**src/rtl/bmdma_pkg.sv**
```systemverilog
package bmdma_pkg;
  localparam int BYTE_W    = 8;
  localparam int HOST_W    = 32;
  localparam int LANES     = HOST_W / BYTE_W;
  localparam int SLOT_BITS = 3;

  localparam logic [7:0] FILL_BYTE  = 8'hFF;
  localparam logic [7:0] MASK_PLAIN = 8'h60;
  localparam logic [7:0] MASK_W1C   = 8'h06;
  localparam logic [7:0] MASK_HOLD  = 8'h01;
  localparam logic [7:0] PTR_LOW_KEEP = 8'hFC;

  // Host write rule for the status byte: plain bits copied, hold bit kept,
  // write-one-to-clear bits cleared where the written value has a one.
  function automatic logic [7:0] status_host_merge(input logic [7:0] cur,
                                                   input logic [7:0] wv);
    return (wv & MASK_PLAIN) | (cur & MASK_HOLD) | (cur & ~wv & MASK_W1C);
  endfunction
endpackage

```
**src/rtl/bmdma_chan.sv**
```systemverilog
module bmdma_chan
  import bmdma_pkg::*;
#(
  parameter int PTR_W = 32
) (
  input  logic                      clk,
  input  logic                      rst,
  input  logic                      cmd_we,
  input  logic                      stat_we,
  input  logic [PTR_W/BYTE_W-1:0]   ptr_be,
  input  logic [HOST_W-1:0]         wdata,
  input  logic [2:0]                hw_set,
  output logic [BYTE_W-1:0]         cmd_q,
  output logic [BYTE_W-1:0]         stat_q,
  output logic [PTR_W-1:0]          ptr_q,
  output logic                      toggle_q
);
  localparam int PTR_LANES = PTR_W / BYTE_W;

  logic [BYTE_W-1:0] stat_nxt;

  always_comb begin
    stat_nxt = stat_q;
    if (stat_we) stat_nxt = status_host_merge(stat_q, wdata[2*BYTE_W +: BYTE_W]);
    stat_nxt = stat_nxt | {5'b0, hw_set};
  end

  always_ff @(posedge clk) begin
    if (rst) begin
      cmd_q    <= '0;
      toggle_q <= 1'b0;
      stat_q   <= '0;
    end else begin
      toggle_q <= cmd_we && (wdata[0] != cmd_q[0]);
      if (cmd_we) cmd_q <= wdata[BYTE_W-1:0];
      stat_q <= stat_nxt;
    end
  end

  for (genvar g = 0; g < PTR_LANES; g++) begin : g_lane
    always_ff @(posedge clk) begin
      if (rst) begin
        ptr_q[g*BYTE_W +: BYTE_W] <= '0;
      end else if (ptr_be[g]) begin
        if (g == 0) ptr_q[g*BYTE_W +: BYTE_W] <= wdata[g*BYTE_W +: BYTE_W] & PTR_LOW_KEEP;
        else        ptr_q[g*BYTE_W +: BYTE_W] <= wdata[g*BYTE_W +: BYTE_W];
      end
    end
  end
endmodule

```
**src/rtl/bmdma_rdmux.sv**
```systemverilog
module bmdma_rdmux
  import bmdma_pkg::*;
#(
  parameter int NUM_CH = 2,
  parameter int PTR_W  = 32,
  parameter int SEL_W  = 2
) (
  input  logic                      clk,
  input  logic                      rst,
  input  logic                      rd,
  input  logic [SEL_W-1:0]          sel,
  input  logic [NUM_CH*BYTE_W-1:0]  cmd_all,
  input  logic [NUM_CH*BYTE_W-1:0]  stat_all,
  input  logic [NUM_CH*PTR_W-1:0]   ptr_all,
  output logic [HOST_W-1:0]         rdata
);
  logic [HOST_W-1:0] mux_d;
  int                ch;

  always_comb begin
    ch    = int'(sel[SEL_W-1:1]);
    mux_d = '0;
    if (ch < NUM_CH) begin
      if (sel[0]) mux_d = ptr_all[ch*PTR_W +: PTR_W];
      else        mux_d = {FILL_BYTE, stat_all[ch*BYTE_W +: BYTE_W],
                           FILL_BYTE, cmd_all[ch*BYTE_W +: BYTE_W]};
    end
  end

  always_ff @(posedge clk) begin
    if (rst)     rdata <= '0;
    else if (rd) rdata <= mux_d;
  end
endmodule

```
**src/rtl/bmdma_regfile.sv**
```systemverilog
module bmdma_regfile
  import bmdma_pkg::*;
#(
  parameter int NUM_CH = 2,
  parameter int PTR_W  = 32,
  parameter int ADDR_W = $clog2(NUM_CH) + SLOT_BITS
) (
  input  logic                      clk,
  input  logic                      rst,
  input  logic [ADDR_W-1:0]         host_addr,
  input  logic [LANES-1:0]          host_be,
  input  logic [HOST_W-1:0]         host_wdata,
  input  logic                      host_wr,
  input  logic                      host_rd,
  output logic [HOST_W-1:0]         host_rdata,
  input  logic [NUM_CH-1:0]         hw_set_active,
  input  logic [NUM_CH-1:0]         hw_set_err,
  input  logic [NUM_CH-1:0]         hw_set_irq,
  output logic [NUM_CH*BYTE_W-1:0]  cmd_out,
  output logic [NUM_CH*BYTE_W-1:0]  status_out,
  output logic [NUM_CH*PTR_W-1:0]   ptr_out,
  output logic [NUM_CH-1:0]         start_toggle
);
  localparam int SEL_W = ADDR_W - 2;
  localparam int CH_W  = ADDR_W - SLOT_BITS;

  logic [SEL_W-1:0] sel;
  logic             unused_lowaddr;

  assign sel            = host_addr[ADDR_W-1:2];
  assign unused_lowaddr = ^host_addr[1:0];

  for (genvar c = 0; c < NUM_CH; c++) begin : g_ch
    logic hit_ctl, hit_ptr;
    assign hit_ctl = host_wr && (sel[SEL_W-1:1] == CH_W'(c)) && !sel[0];
    assign hit_ptr = host_wr && (sel[SEL_W-1:1] == CH_W'(c)) &&  sel[0];

    bmdma_chan #(.PTR_W(PTR_W)) u_chan (
      .clk      (clk),
      .rst      (rst),
      .cmd_we   (hit_ctl && host_be[0]),
      .stat_we  (hit_ctl && host_be[2]),
      .ptr_be   (host_be & {LANES{hit_ptr}}),
      .wdata    (host_wdata),
      .hw_set   ({hw_set_irq[c], hw_set_err[c], hw_set_active[c]}),
      .cmd_q    (cmd_out[c*BYTE_W +: BYTE_W]),
      .stat_q   (status_out[c*BYTE_W +: BYTE_W]),
      .ptr_q    (ptr_out[c*PTR_W +: PTR_W]),
      .toggle_q (start_toggle[c])
    );
  end

  bmdma_rdmux #(.NUM_CH(NUM_CH), .PTR_W(PTR_W), .SEL_W(SEL_W)) u_rdmux (
    .clk      (clk),
    .rst      (rst),
    .rd       (host_rd),
    .sel      (sel),
    .cmd_all  (cmd_out),
    .stat_all (status_out),
    .ptr_all  (ptr_out),
    .rdata    (host_rdata)
  );
endmodule

```
**config.mk**
```make
export PLATFORM = sky130hd
export DESIGN_NAME = bmdma_regfile
export DESIGN_NICKNAME = d
export VERILOG_FILES = /design/src/rtl/bmdma_pkg.sv /design/src/rtl/bmdma_chan.sv /design/src/rtl/bmdma_rdmux.sv /design/src/rtl/bmdma_regfile.sv
export SDC_FILE = /design/constraint.sdc
export NUM_CORES = 1
export LEC_CHECK = 0
export BUFFER_PORTS_ARGS = -buffer_cell sky130_fd_sc_hd__buf_2
export CAP_MARGIN = 20
export CORE_ASPECT_RATIO = 0.9
export CORE_MARGIN = 2
export CORE_UTILIZATION = 36
export DETAILED_ROUTE_END_ITERATION = 7
export MAX_ROUTING_LAYER = met4
export PLACE_DENSITY = 0.73
export RECOVER_POWER = 100
export SLEW_MARGIN = 25
export SYNTH_ARGS = -nofsm -noshare
export SYNTH_HDL_FRONTEND = slang
export SYNTH_SLANG_ARGS = --single-unit
```
**constraint.sdc**
```tcl
create_clock -name clk -period 1.4 [get_ports clk]
set_input_delay 0 -clock clk [delete_from_list [all_inputs] [get_ports clk]]
set_output_delay 0 -clock clk [all_outputs]
set_load 0.05 [all_outputs]
```
==> impl_metrics.toml, run 1 <==
[floorplanning]
die_x_um = 128.5
dieArea_mm2 = 0.01491
io_pins = 180
rows = 40
coreArea_mm2 = 0.01346
start_util_pct = 37.29
die_h_um = 116.0

[worst_hold_path]
hold_path.class = "in -> reg"
hp-start = "rst"
min_path_cells = 3
min_to = "u_rdmux.rdata[3]"

[setup_path]
cpMaxStageDelayCell = "clkbuf_1"
crit_fanout = 2
crit_buf_inv = 1
reg2reg_to = "g_ch[0].u_chan.stat_q[2]"
r2r-start = "g_ch[0].u_chan.stat_q[2]"
path_class = "reg -> out"
crit_family = "buffers and inverters"
worstRegToRegCells = 3
critPathMaxStageDelay_ns = 0.49
r2r_slack_ns = 0.14
cp-end-kind = "output port"
required_ns = 1.40
crit_path_cell_trace = "clkbuf_1"
worstPathArrival_ns = 1.28
worstSetupStartpointType = "flop"

[power]
ir_drop_mv = 1.048
fin_total_pwr_uw = 9483
p_leak_uw = 0.002909
p_int_uw = 7040
p_per_area_mw_per_mm2 = 1381
pwr-share-seq_pct = 37.9
p_switching_uw = 2443
clock_power_share_pct = 50.0
p_comb_share_pct = 12.1
switching_share_pct = 25.76

[drt]
avgViaCountPerCell = 4.833
ant_nets = 0
wl_per_cell_um = 15.49
drc = 0
num_vias = 4427
drt_iter0_drc = 236
drt_wl_total_um = 14190
dr.pass1.iters = 4

[clock_network]
cts.sinks = 120
cts_resized = 0
clock_latency_ns = 0.43
cts_tree = "done"
clkTransAtPathRegs_ns = 0.05
numCtsBuffers = 17
cts_max_level = 4
ctsHoldBuffers = 38
root_buffer = "clkbuf_16"
post-cts-setup-buffer-count = 0
clk_path_buf_depth = 2

[synthesis]
syn_area_mm2 = 0.005020
synth_compound_area_share_pct = 9.546
synth.area.mux_share_pct = 14.96
postSynthAreaPerCell_um2 = 9.418
synthCells = 533
synth_cell_types = 33
synth-adder-area-share_pct = 0
synthSimpleGateAreaFrac_pct = 20.89
ys_warn_count = 0
synth_xor_area_share_pct = 0.3490
synth_top_family_by_area = "simple AND/OR/NAND/NOR gates"
ys_seq_area_share_pct = 47.86
ys_ff_latch = 120

[sta]
fmax_mhz = 783.5
finalSetupViolations = 0
slew_headroom_pct = 56.73
skew_ns = 0.009370
finalCriticalPeriod_ns = 1.276
setup_tns_ns = 0
max_slew.worst_pin.slew_ns = 0.6519
fin_crit_sh_pct = 91.17
drv_slew = 0
rsz0062_at_grt = "no"
final_hold_viol_count = 0

[final_layout]
drive_above_1_share_pct = 24.47
area_growth_pct = 36.79
fillers = 1215
nNetsFinal = 785
antennaDiodeCount = 0

[place]
place_congestion = 0.7834
port_buffers = 167
dp_hpwl_um = 9387

[global_routing]
antenna_found_initial = 0
grt_overflow_total = 0
grt_max_degree = 80
track_usage_pct = 19.79
grt_first_pass_wirelength_um = 21850
grt_pass1_vias = 4103

[run]
cap_viol_max_count = 0

[outcome]
status = "finished clean"
==> worst min-delay path, stage by stage <==
cell    delay, ns
buf_4        0.12
buf_12       0.20
nor2_1       0.12
==> stage by stage <==
stage	area [um2]	std cells	hold WS [ns]	util, %	worst slack [ns]
2_1_floorplan	5054	542	0.1087	-	0.1223
3_3_place_gp	5981	846	0.2036	44.42	0.1699
3_5_place_dp	5981	846	0.2104	44.42	0.1381
4_1_cts	7010	916	0.04077	52.07	0.1545
5_1_grt	6867	916	0.07604	51.00	0.08795
6_report	6867	916	0.05449	51.00	0.1236
==> flip-flops by register name, indices dropped and copies added, names as in the netlist <==
| name | flops |
|---|---|
| u_rdmux.rdata | 32 |
| g_ch.u_chan.ptr_q | 60 |
| g_ch.u_chan.stat_q | 10 |
| g_ch.u_chan.toggle_q | 2 |
| g_ch.u_chan.cmd_q | 16 |
==> cells in the mapped netlist <==
| master | n | area (um2) |
|---|---|---|
| and4bb_4 | 1 | 16.27 |
| nand4bb_1 | 1 | 11.26 |
| a21oi_1 | 64 | 320.3 |
| conb_1 | 1 | 3.750 |
| o22ai_1 | 16 | 100.1 |
| mux4_2 | 11 | 247.7 |
| a22oi_1 | 2 | 15.01 |
| inv_1 | 3 | 11.26 |
| buf_2 | 9 | 45.04 |
| and4_1 | 3 | 26.28 |
| nand2_1 | 129 | 484.2 |
| buf_1 | 2 | 7.510 |
| a311oi_1 | 2 | 17.52 |
| and4b_1 | 4 | 40.04 |
| dfxtp_1 | 120 | 2402 |
| nand4_4 | 1 | 21.27 |
| buf_8 | 1 | 15.01 |
| nand4_2 | 3 | 37.54 |
| mux2i_1 | 30 | 300.3 |
| buf_6 | 6 | 67.56 |
| clkbuf_2 | 2 | 10.01 |
| nor2_1 | 56 | 210.2 |
| nor3_2 | 1 | 10.01 |
| xnor2_1 | 2 | 17.52 |
| nor2b_1 | 1 | 6.260 |
| nor3b_1 | 2 | 15.01 |
| nor3_1 | 3 | 15.01 |
| clkbuf_1 | 15 | 56.30 |
| a2bb2oi_1 | 3 | 26.28 |
| nand4b_4 | 6 | 142.6 |
| buf_4 | 14 | 105.1 |
| and4bb_2 | 1 | 12.51 |
| mux2_2 | 18 | 202.7 |
==> worst max path at each step <==
stage | from | endpoint | slack [ns] | cells after the start
5_1_grt | g_ch[0].u_chan.stat_q[2] | g_ch[0].u_chan.stat_q[2] | 0.09 | 3
2_1_floorplan | g_ch[1].u_chan.ptr_q[16] | u_rdmux.rdata[16] | 0.12 | 3
3_3_place_gp | host_addr[3] | u_rdmux.rdata[22] | 0.17 | 5
6_report | u_rdmux.rdata[19] | host_rdata[19] | 0.12 | 1
3_5_place_dp | host_addr[3] | u_rdmux.rdata[21] | 0.14 | 5
4_1_cts | g_ch[0].u_chan.stat_q[2] | g_ch[0].u_chan.stat_q[2] | 0.15 | 3
==> routing by layer <==
layer,vias to the layer above,wire (um),global-route usage (%)
li1,2211,-,-
met4,0,252,8.498
met3,20,644,4.294
met5,-,0,-
met1,2051,6505,24.85
met2,145,6789,30.89
==> area by class of cell <==
cell class | instances | area, um2 | share of cell area (%)
timing repair buffer | 223 | 1296 | 18.88
clock buffer | 21 | 480.5 | 6.997
sequential | 120 | 2402 | 34.99
tap | 168 | 210.2 | 3.061
inverter | 3 | 11.26 | 0.1640
multi-input combinational | 370 | 2297 | 33.45
clock inverter | 11 | 168.9 | 2.460
==> cell usage in the layout, fill, tap and decap left out, types with 4 or more instances in the layout <==
cell type      netlist  final
clkbuf_8             0      4
nand4b_4             6      5
buf_4               14      8
dlygate4sd3_1        0     38
bufinv_16            0      4
clkbuf_16            0     17
clkbuf_1            15     71
a21oi_1             64     64
nand2_1            129    129
and4b_1              4      4
clkinvlp_4           0      4
dfxtp_1            120    120
o22ai_1             16     16
mux2i_1             30     30
clkbuf_2             2     55
nor2_1              56     56
buf_2                9     46
conb_1               1     10
mux2_2              18     17
buf_12               0      4
mux4_2              11     11
==> power by group through the flow <==
stage | clock network, uW | registers (uW) | logic, uW
after floorplan | 0 | 4000 | 466
final | 4740 | 3590 | 1150
after detailed placement | 0 | 3660 | 1100
after global routing | 4970 | 3600 | 1220
after global placement | 0 | 3660 | 1090
after CTS | 4820 | 3590 | 1190
==> cell families (layout without fill, tap and decap cells) <==
kind of cell           count (synthesis)  count (layout)
other                                  1              10
AND/OR/NAND/NOR                      212             212
multiplexers                          59              59
flip-flops                           120             120
buffers and inverters                 52             258
AO/OA/AOI/OAI                         87              87
XOR/XNOR                               2               2
Note: power is estimated with default switching activity, not from simulation.
==> inputs of run 2 (changes only) <==
Settings changed: CORE_ASPECT_RATIO 0.9 to 1.4.
==> run 2 against run 1 <==
Clock-buffer cell count fell by 4. Utilization decreased by 0.83 points. Maximum frequency fell by 4.5%. Critical endpoint is now g_ch[0].u_chan.ptr_q[28].
==> impl_metrics.toml, run 2 (synthesized netlist as in run 1, its figures left out) <==
[final_layout]
top_register = "g_ch.u_chan.ptr_q"
nNetsFinal = 781
antennaDiodeCount = 0
final_common_cell = "nand2_1"
finalCoreUtilization_pct = 50.17
reg_top3 = "g_ch.u_chan.ptr_q (60), u_rdmux.rdata (32), g_ch.u_chan.cmd_q (16)"
area_growth_pct = 37.76
drive_above_1_share_pct = 24.33
mostFrequentLayoutCells = "129 x nand2_1, 120 x dfxtp_1, 72 x clkbuf_1, 64 x a21oi_1, 56 x nor2_1"
largest_reg_flops = 60

[sta]
slew_headroom_pct = 54.92
finalCriticalPeriod_ns = 1.337
fmax_mhz = 747.9
max_slew.worst_pin.slew_ns = 0.6791
final_hold_viol_count = 0
finalSetupViolations = 0
drv_slew = 0
setup_tns_ns = 0
rsz0062_at_grt = "no"
fin_crit_sh_pct = 95.50
setup_ws_ns = 0.06297
skew_ns = 0.005637

[drt]
drc = 0
num_vias = 4578
wl_per_cell_um = 15.77
drt_wl_total_um = 14650
drt_iter0_drc = 206
ant_nets = 0
avgViaCountPerCell = 4.928
dr.pass1.iters = 4

[setup_path]
startpoint = "host_addr[3]"
endpoint = "g_ch[0].u_chan.ptr_q[28]"
crit_fanout = 32
required_ns = 1.75
worstPathArrival_ns = 1.69
worstSetupStartpointType = "input port"
crit_path_cell_trace = "clkbuf_1 > buf_12 > and4b_1 > nand2_1 > a21oi_1 > dlygate4sd3_1"
cp-end-kind = "flop"
path_class = "in -> reg"
critPathMaxStageDelay_ns = 0.57
reg2reg_to = "g_ch[0].u_chan.stat_q[1]"
cpMaxStageDelayCell = "dlygate4sd3_1"
r2r_slack_ns = 0.11
worstRegToRegCells = 3
r2r-start = "g_ch[0].u_chan.stat_q[1]"

[clock_network]
clk_path_buf_depth = 2
cts_max_level = 4
numCtsBuffers = 17
clock_latency_ns = 0.40
cts_tree = "done"
cts.sinks = 120
post-cts-setup-buffer-count = 0
clkTransAtPathRegs_ns = 0.06
root_buffer = "clkbuf_16"

[place]
dp_hpwl_um = 9396
place_ws_ns = 0.1633
place_congestion = 0.8297
port_buffers = 167

[floorplanning]
coreArea_mm2 = 0.01378
die_h_um = 143.7
io_pins = 180
rows = 51
die_x_um = 103.8
start_util_pct = 36.42
dieArea_mm2 = 0.01492

[run]
cap_viol_max_count = 0

[power]
ir_drop_mv = 0.8157
fin_total_pwr_uw = 9364
p_leak_uw = 0.002911
p_per_area_mw_per_mm2 = 1354

[global_routing]
grt_first_pass_wirelength_um = 22750
grt_max_degree = 57
track_usage_pct = 19.97
grt_pass1_vias = 4415
antenna_found_initial = 0
grt_overflow_total = 0

[worst_hold_path]
hold_path.class = "in -> reg"

[outcome]
status = "finished clean"
run 2: layout make-up:
type                       count  area, um2
clock buffer                  17      425.4
multi-input combinational    370       2335
clock inverter                15      200.2
fill                        1321       6868
tap                          185      231.5
inverter                       3      11.26
sequential                   120       2402
timing repair buffer         219       1310
run 2: worst min-delay path by stage:
stage | slack, ns | endpoint | start | depth (start not counted)
finish | 0.05 | g_ch[1].u_chan.toggle_q | host_be[0] | 3
global route | 0.08 | g_ch[1].u_chan.toggle_q | host_be[0] | 3
CTS | 0.03 | g_ch[1].u_chan.toggle_q | host_be[0] | 3
detailed placement | 0.22 | g_ch[1].u_chan.stat_q[0] | hw_set_active[1] | 3
global placement | 0.20 | g_ch[0].u_chan.stat_q[0] | hw_set_active[0] | 3
floorplan | 0.11 | g_ch[0].u_chan.stat_q[1] | host_wdata[17] | 1
run 2: where the power goes:
part / switching (uW) / internal (uW)
registers: 70.0 / 3520
logic: 804 / 367
clock network: 1620 / 2980
run 2: per-layer routing:
| layer | GRT usage, % | wire [um] | vias up |
|---|---|---|---|
| li1 | - | - | 2204 |
| met1 | 21.33 | 5861 | 2193 |
| met2 | 35.66 | 7860 | 164 |
| met3 | 4.082 | 673 | 17 |
| met4 | 9.246 | 252 | 0 |
| met5 | - | 0 | - |
run 2: through the flow:
step	cells	hold slack, ns	cell area (um2)
after floorplan	542	0.1087	5054
after global placement	856	0.2020	5974
after detailed placement	856	0.2193	5974
after CTS	928	0.03466	7000
after global routing	929	0.07877	6915
final	929	0.05168	6915
run 2: worst max-delay path: cells and delay by family:
kind / cells / cell delay, ns
buf+inv: 3 / 0.93
simple gates: 2 / 0.59
compound gates: 1 / 0.15
run 2: what timing repair did:
action,4_1_cts,5_1_grt
hold endpoints to repair,92,0
gates resized for setup,0,3
setup endpoints to repair,0,2
hold buffers,40,0
==> inputs of run 3 (changes only) <==
Settings changed: RECOVER_POWER 100 to not set.
==> run 3 against run 2 <==
Worst hold slack better by 0.00070 ns. Die area unchanged. Combinational power about the same. Design area up 1.8%. Worst setup slack better by 0.0017 ns. First-iteration DRC count down 2.4%. Largest power group unchanged.
==> impl_metrics.toml, run 3 (synthesized netlist as in run 1, its figures left out) <==
[power]
p_comb_share_pct = 12.8
p_int_uw = 6899
ir_drop_mv = 0.8166
clock_power_share_pct = 49.0
fin_total_pwr_uw = 9398
p_leak_uw = 0.003262
p_switching_uw = 2499
pwr-share-seq_pct = 38.2
p_per_area_mw_per_mm2 = 1334
switching_share_pct = 26.59

[clock_network]
numCtsBuffers = 17
cts_tree = "done"
clk_path_buf_depth = 2
root_buffer = "clkbuf_16"
clock_latency_ns = 0.40
post-cts-setup-buffer-count = 0
cts.sinks = 120
clkTransAtPathRegs_ns = 0.06
cts_max_level = 4

[setup_path]
r2r-start = "g_ch[0].u_chan.stat_q[1]"
r2r_slack_ns = 0.11
worstSetupStartpointType = "input port"
path_class = "in -> reg"
crit_top_cell = "dlygate4sd3_1"
crit_path_cell_trace = "dlygate4sd3_1 > buf_6 > buf_16 > a311oi_2 > dlygate4sd3_1"
cp-end-kind = "flop"
required_ns = 1.75
crit_fanout = 26
worstRegToRegCells = 3
critPathMaxStageDelay_ns = 0.58
crit_buf_inv = 4
crit_family = "buffers and inverters"
reg2reg_to = "g_ch[0].u_chan.stat_q[1]"
worstPathArrival_ns = 1.69
cpMaxStageDelayCell = "dlygate4sd3_1"

[drt]
drt_wl_total_um = 14560
num_vias = 4543
wl_per_cell_um = 15.67
drt_iter0_drc = 201
avgViaCountPerCell = 4.890
dr.pass1.iters = 4
drc = 0
ant_nets = 0

[final_layout]
largest_reg_flops = 60
antennaDiodeCount = 0
top_register = "g_ch.u_chan.ptr_q"
area_growth_pct = 40.30
stdcell_area_mm2 = 0.007043
drive_above_1_share_pct = 34.14
final_common_cell = "buf_2"
finalCoreUtilization_pct = 51.10
nNetsFinal = 781
mostFrequentLayoutCells = "166 x buf_2, 129 x nand2_1, 120 x dfxtp_1, 64 x a21oi_1, 56 x nor2_1"
reg_top3 = "g_ch.u_chan.ptr_q (60), u_rdmux.rdata (32), g_ch.u_chan.cmd_q (16)"
fillers = 1286

[sta]
finalSetupViolations = 0
finalCriticalPeriod_ns = 1.335
rsz0062_at_grt = "no"
final_hold_viol_count = 0
fmax_mhz = 748.9
drv_slew = 0
fin_crit_sh_pct = 95.38
skew_ns = 0.004458
setup_tns_ns = 0

[floorplanning]
start_util_pct = 36.42
io_pins = 180
rows = 51
coreArea_mm2 = 0.01378
die_x_um = 103.8
dieArea_mm2 = 0.01492
die_h_um = 143.7

[worst_hold_path]
hold_path.class = "in -> reg"
min_to = "g_ch[1].u_chan.toggle_q"
hp-start = "host_be[0]"
min_path_cells = 3

[global_routing]
grt_first_pass_wirelength_um = 22750
grt_use_met2_pct = 35.66
antenna_found_initial = 0
grt_overflow_total = 0
grt_util_met3_pct = 4.082
met1_usage_pct = 21.33
track_usage_pct = 19.97
grt.busiest_layer = "met2"
grt_max_degree = 57
grt_pass1_vias = 4415

[place]
dp_hpwl_um = 9396
place_congestion = 0.8297
dpl_cell_area_mm2 = 0.005974
port_buffers = 167

[run]
cap_viol_max_count = 0

[outcome]
status = "finished clean"
run 3: worst reg2reg max path, cell delays in order, from the launching register on:
cell	delay, ns
dfxtp_1	0.36
nor2_1	0.07
a311oi_2	0.23
dlygate4sd3_1	0.58
run 3: power by group through the flow:
stage | Sequential, uW | Combinational (uW) | Clock [uW]
after global routing | 3600 | 1270 | 4870
after detailed placement | 3660 | 1100 | 0
after CTS | 3580 | 1190 | 4720
after global placement | 3660 | 1090 | 0
after floorplan | 4000 | 466 | 0
final | 3590 | 1200 | 4610
run 3: timing repair:
action / CTS / global route
hold buffers: 40 / 0
endpoints found under the setup margin: 0 / 2
resized for setup: 0 / 3
hold endpoints to repair: 92 / 0
run 3: final cells by class:
cell class	count	area [um2]	area share (%)
flip-flops and latches	120	2402	34.11
inverters	3	11.26	0.1599
multi-input cells	370	2340	33.22
clock buffers	17	425.4	6.040
clock inverters	15	200.2	2.842
well taps	185	231.5	3.287
repair buffers	219	1433	20.34
run 3: metrics by stage:
stage	hold WS, ns	cells	worst slack, ns
after global routing	0.06963	929	0.03087
after global placement	0.2020	856	0.1774
final	0.05238	929	0.06466
after detailed placement	0.2193	856	0.1633
after CTS	0.03466	928	0.03859
after floorplan	0.1087	542	0.1223
run 3: worst max-delay path by stage:
stage	cells after the start	slack (ns)	to	startpoint
finish	5	0.06	g_ch[0].u_chan.stat_q[1]	rst
global route	5	0.03	g_ch[0].u_chan.stat_q[1]	rst
detailed placement	5	0.16	u_rdmux.rdata[18]	host_addr[3]
global placement	5	0.18	u_rdmux.rdata[22]	host_addr[3]
CTS	5	0.04	g_ch[0].u_chan.stat_q[1]	rst
floorplan	3	0.12	u_rdmux.rdata[16]	g_ch[1].u_chan.ptr_q[16]
run 3: routing by layer:
layer,vias up,share of wire (%)
li1,2204,-
met1,2167,40
met2,153,54
met3,19,4.6
met4,0,1.8
met5,-,0
